**src/rtl/pcnt_pkg.sv**
```systemverilog
package pcnt_pkg;

    // Action taken at a rising edge, listed in priority order
    typedef enum logic [1:0] {
        OP_CLEAR = 2'd0,
        OP_LOAD  = 2'd1,
        OP_COUNT = 2'd2,
        OP_HOLD  = 2'd3
    } pcnt_op_e;

endpackage

```
**src/rtl/pcnt_decode.sv**
```systemverilog
module pcnt_decode
    import pcnt_pkg::*;
(
    input  logic     clr_n,
    input  logic     load_n,
    input  logic     en_par,
    input  logic     en_carry,
    output pcnt_op_e op
);

    // Clear beats preset, preset beats count; hold is the fallback
    always_comb begin
        if (!clr_n) begin
            op = OP_CLEAR;
        end else if (!load_n) begin
            op = OP_LOAD;
        end else if (en_par && en_carry) begin
            op = OP_COUNT;
        end else begin
            op = OP_HOLD;
        end
    end

endmodule

```
**src/rtl/pcnt_incr.sv**
```systemverilog
module pcnt_incr #(
    parameter int WIDTH = 4
) (
    input  logic [WIDTH-1:0] value,
    output logic [WIDTH-1:0] plus_one,
    output logic             all_ones
);

    // Each bit gets its own wide AND of all lower bits (look-ahead carry)
    logic [WIDTH-1:0] low_ones;

    for (genvar i = 0; i < WIDTH; i++) begin : g_bit
        assign low_ones[i] = &value[i:0];
        if (i == 0) begin : g_lsb
            assign plus_one[i] = ~value[i];
        end else begin : g_upper
            assign plus_one[i] = value[i] ^ low_ones[i-1];
        end
    end

    assign all_ones = low_ones[WIDTH-1];

endmodule

```
**src/rtl/presettable_counter.sv**
```systemverilog
module presettable_counter
    import pcnt_pkg::*;
#(
    parameter int WIDTH = 4
) (
    input  logic             clk,
    input  logic             clr_n,
    input  logic             load_n,
    input  logic [WIDTH-1:0] din,
    input  logic             en_par,
    input  logic             en_carry,
    output logic [WIDTH-1:0] count,
    output logic             tc
);

    localparam logic [WIDTH-1:0] ZERO = '0;

    typedef struct packed {
        logic [WIDTH-1:0] value;
    } state_t;

    state_t           state_d;
    state_t           state_q;
    pcnt_op_e         op;
    logic [WIDTH-1:0] incr_value;
    logic             at_top;

    pcnt_decode u_decode (
        .clr_n    (clr_n),
        .load_n   (load_n),
        .en_par   (en_par),
        .en_carry (en_carry),
        .op       (op)
    );

    pcnt_incr #(
        .WIDTH (WIDTH)
    ) u_incr (
        .value    (state_q.value),
        .plus_one (incr_value),
        .all_ones (at_top)
    );

    always_comb begin
        state_d = state_q;
        unique case (op)
            OP_CLEAR: state_d.value = ZERO;
            OP_LOAD:  state_d.value = din;
            OP_COUNT: state_d.value = incr_value;
            OP_HOLD:  state_d.value = state_q.value;
            default:  state_d.value = state_q.value;
        endcase
    end

    always_ff @(posedge clk) begin
        state_q <= state_d;
    end

    assign count = state_q.value;
    // No register on this path, so chained stages step on the same edge
    assign tc    = en_carry & at_top;

endmodule

```
**config.mk**
```make
export PLATFORM = sky130hd
export DESIGN_NAME = presettable_counter
export DESIGN_NICKNAME = d
export VERILOG_FILES = /design/src/rtl/pcnt_pkg.sv /design/src/rtl/pcnt_decode.sv /design/src/rtl/pcnt_incr.sv /design/src/rtl/presettable_counter.sv
export SDC_FILE = /design/constraint.sdc
export NUM_CORES = 1
export LEC_CHECK = 0
export BUFFER_PORTS_ARGS = -buffer_cell sky130_fd_sc_hd__buf_2
export CAP_MARGIN = 10
export CORE_AREA = 5 5 42 44
export DETAILED_ROUTE_END_ITERATION = 16
export DIE_AREA = 0 0 47 49
export GPL_TIMING_DRIVEN = 1
export PLACE_DENSITY = 0.51
export SLEW_MARGIN = 10
export SYNTH_ARGS = -nofsm -noshare
export SYNTH_HDL_FRONTEND = slang
export SYNTH_SLANG_ARGS = --single-unit
```
**constraint.sdc**
```tcl
create_clock -name clk -period 1.4 [get_ports clk]
set_clock_uncertainty 0.1 [all_clocks]
set_input_delay 0.14 -clock clk [delete_from_list [all_inputs] [get_ports clk]]
set_output_delay 0.14 -clock clk [all_outputs]
set_load 0.02 [all_outputs]
```
==> results.sh <==
export IMPL_grt_pass1_wl_microns=1050
export IMPL_core_sq_um=1400
export IMPL_numCtsBuffers=3
export IMPL_final_cell_mix="buf_2 (12), edfxtp_1 (4)"
export IMPL_grt_use_total=0.0650
export IMPL_fin_area_sq_um=397
export IMPL_grt_antenna_before_repair=0
export IMPL_num_rows=14
export IMPL_routed_wl_microns=664
export IMPL_slew_headroom=0.847
export IMPL_cap_violations=0
export IMPL_syn_num_nets=34
export IMPL_antenna_cells=0
export IMPL_leakage_nw=0.170
export IMPL_fin_cells=56
export IMPL_die_area_sq_um=2300
export IMPL_wire_per_inst_microns=11.9
export IMPL_yosys_warnings=0
export IMPL_yosysUniqueCellTypes=13
export IMPL_gr_usage_met1=0.0778
export IMPL_powerDensity_nw_per_um2=934
export IMPL_min_path_type="in -> reg"
export IMPL_grt_max_degree=10
export IMPL_drtIter0Drc=1
export IMPL_vias=244
export IMPL_seq_area_frac_synth=0.455
export IMPL_fillers=166
export IMPL_grtUsageMet3=0.0295
export IMPL_max_slew_worst_pin_slew_ns=0.228
export IMPL_peakVddDrop_mv=0.364
export IMPL_layout_drive_gt1_share=0.500
export IMPL_num_nets_final=53
export IMPL_postRouteAntennaNets=0
export IMPL_firstDrtPassIters=4
export IMPL_endpoint_kind="output pin"
export IMPL_required_ns=1.16
export IMPL_viasPerCell=4.36
export IMPL_area_growth_syn_to_layout_pct=50.2
export IMPL_drc=0
export IMPL_clk_latency_ns=0.23
export IMPL_place_congestion=0.680
export IMPL_hold_viol=0
export IMPL_synth_seq_cells=4
export IMPL_ctsHoldBuffers=0
export IMPL_netlist_area_sq_um=264
export IMPL_path_max_fanout=2
export IMPL_path_clk_slew_ns=0.04
export IMPL_outcome="finished clean"
export IMPL_cts_tree="done"
export IMPL_overflow=0
export IMPL_worstSetupPathType="reg -> out"
export IMPL_rsz0062_at_grt="true"
export IMPL_dp_cells=51
export IMPL_die_y_microns=49
export IMPL_grtUsageMet2=0.0837
export IMPL_maxSlewViolCount=0
export IMPL_top_usage_layer="met2"
export IMPL_avgSynthCellArea_sq_um=11.5
export IMPL_pin_count=14
export IMPL_largest_reg_flops=4
export IMPL_start_util=0.188
export IMPL_arrival_ns=1.16
export IMPL_htreeDepth=1
export IMPL_cts_root_buf="clkbuf_4"
export IMPL_fin_crit_sh=0.997
export IMPL_cts_sinks=4
export IMPL_placed_area_sq_um=353
export IMPL_grt_pass1_vias=262
export IMPL_fmax_ghz=0.716
export IMPL_clock_path_buffers=2
export IMPL_finalCriticalPeriod_ns=1.40
export IMPL_final_common_cell="buf_2"
export IMPL_final_setup_viol_count=0
export IMPL_port_buffers=13
export IMPL_cp_start_kind="register"
export IMPL_syn_inst=23
export IMPL_whs_ns=0.148
export IMPL_die_w_microns=47
## cell usage after synthesis
library cell | instances | share of area
a21boi_1 | 3 | 0.085
ha_1 | 2 | 0.095
nand3_1 | 1 | 0.019
nand3b_1 | 1 | 0.028
nand4b_1 | 1 | 0.033
xnor2_1 | 1 | 0.033
nand2b_1 | 3 | 0.071
o21ai_0 | 1 | 0.019
and4_1 | 1 | 0.033
edfxtp_1 | 4 | 0.45
nand4_1 | 3 | 0.071
nand2_1 | 1 | 0.014
buf_6 | 1 | 0.043
## cell families (layout without fill, tap and decap cells)
family                   after synthesis  count (layout)  synth area share
flip-flops                             4               4             0.455
buffers and inverters                  1              18            0.0427
AND/OR/NAND/NOR                       11              11             0.270
AO/OA/AOI/OAI                          4               4             0.104
adder cells (fa/ha/maj)                2               2            0.0948
XOR/XNOR                               1               1            0.0332
## cell type report
class,instances,area [sq um],share of cell area
multi-input combinational,18,148,0.372
sequential,4,120,0.303
timing repair buffer,15,86.3,0.218
clock buffer,3,22.5,0.0568
tap,16,20.0,0.0505
## through the flow
stage	total power [mW]	setup TNS [ns]	setup WS, ns	util
global route	0.395	-0.0478	-0.0478	0.283
CTS	0.383	-0.00763	-0.00763	0.283
finish	0.370	0	0.00373	0.283
global placement	0.221	0	0.0885	0.252
floorplan	0.192	-0.00586	-0.00586	-
detailed placement	0.221	0	0.0655	0.252
## final timing paths
kind / from / end / slack [ns] / depth (start not counted)
setup reg to reg: count[0] / count[3] / 0.06 / 4
hold / removal: din[3] / count[3] / 0.15 / 3
hold reg to reg: count[3] / count[3] / 0.60 / 2
setup / recovery: count[0] / tc / 0.004 / 3
## per-layer routing
metal,wire (microns),vias to the layer above
met5,0,-
met4,0,0
met3,97,0
met2,287,12
met1,279,108
li1,-,124
## where the power goes
part           internal (mW)  switching [mW]
logic                 0.0345          0.0391
registers              0.144         0.00744
clock network         0.0961          0.0494
total                  0.274          0.0960
## timing repair
action,4_1_cts,5_1_grt
buffers inserted,2,0
setup endpoints to repair,1,1
gates resized for setup,2,0
pin swaps,1,0
## worst max-delay path, cell delays in order, from the launching register on
cell,delay [ns]
edfxtp_1,0.39
ha_2,0.22
and4_1,0.18
buf_6,0.13
No activity file was read; power rests on OpenSTA's default activity.
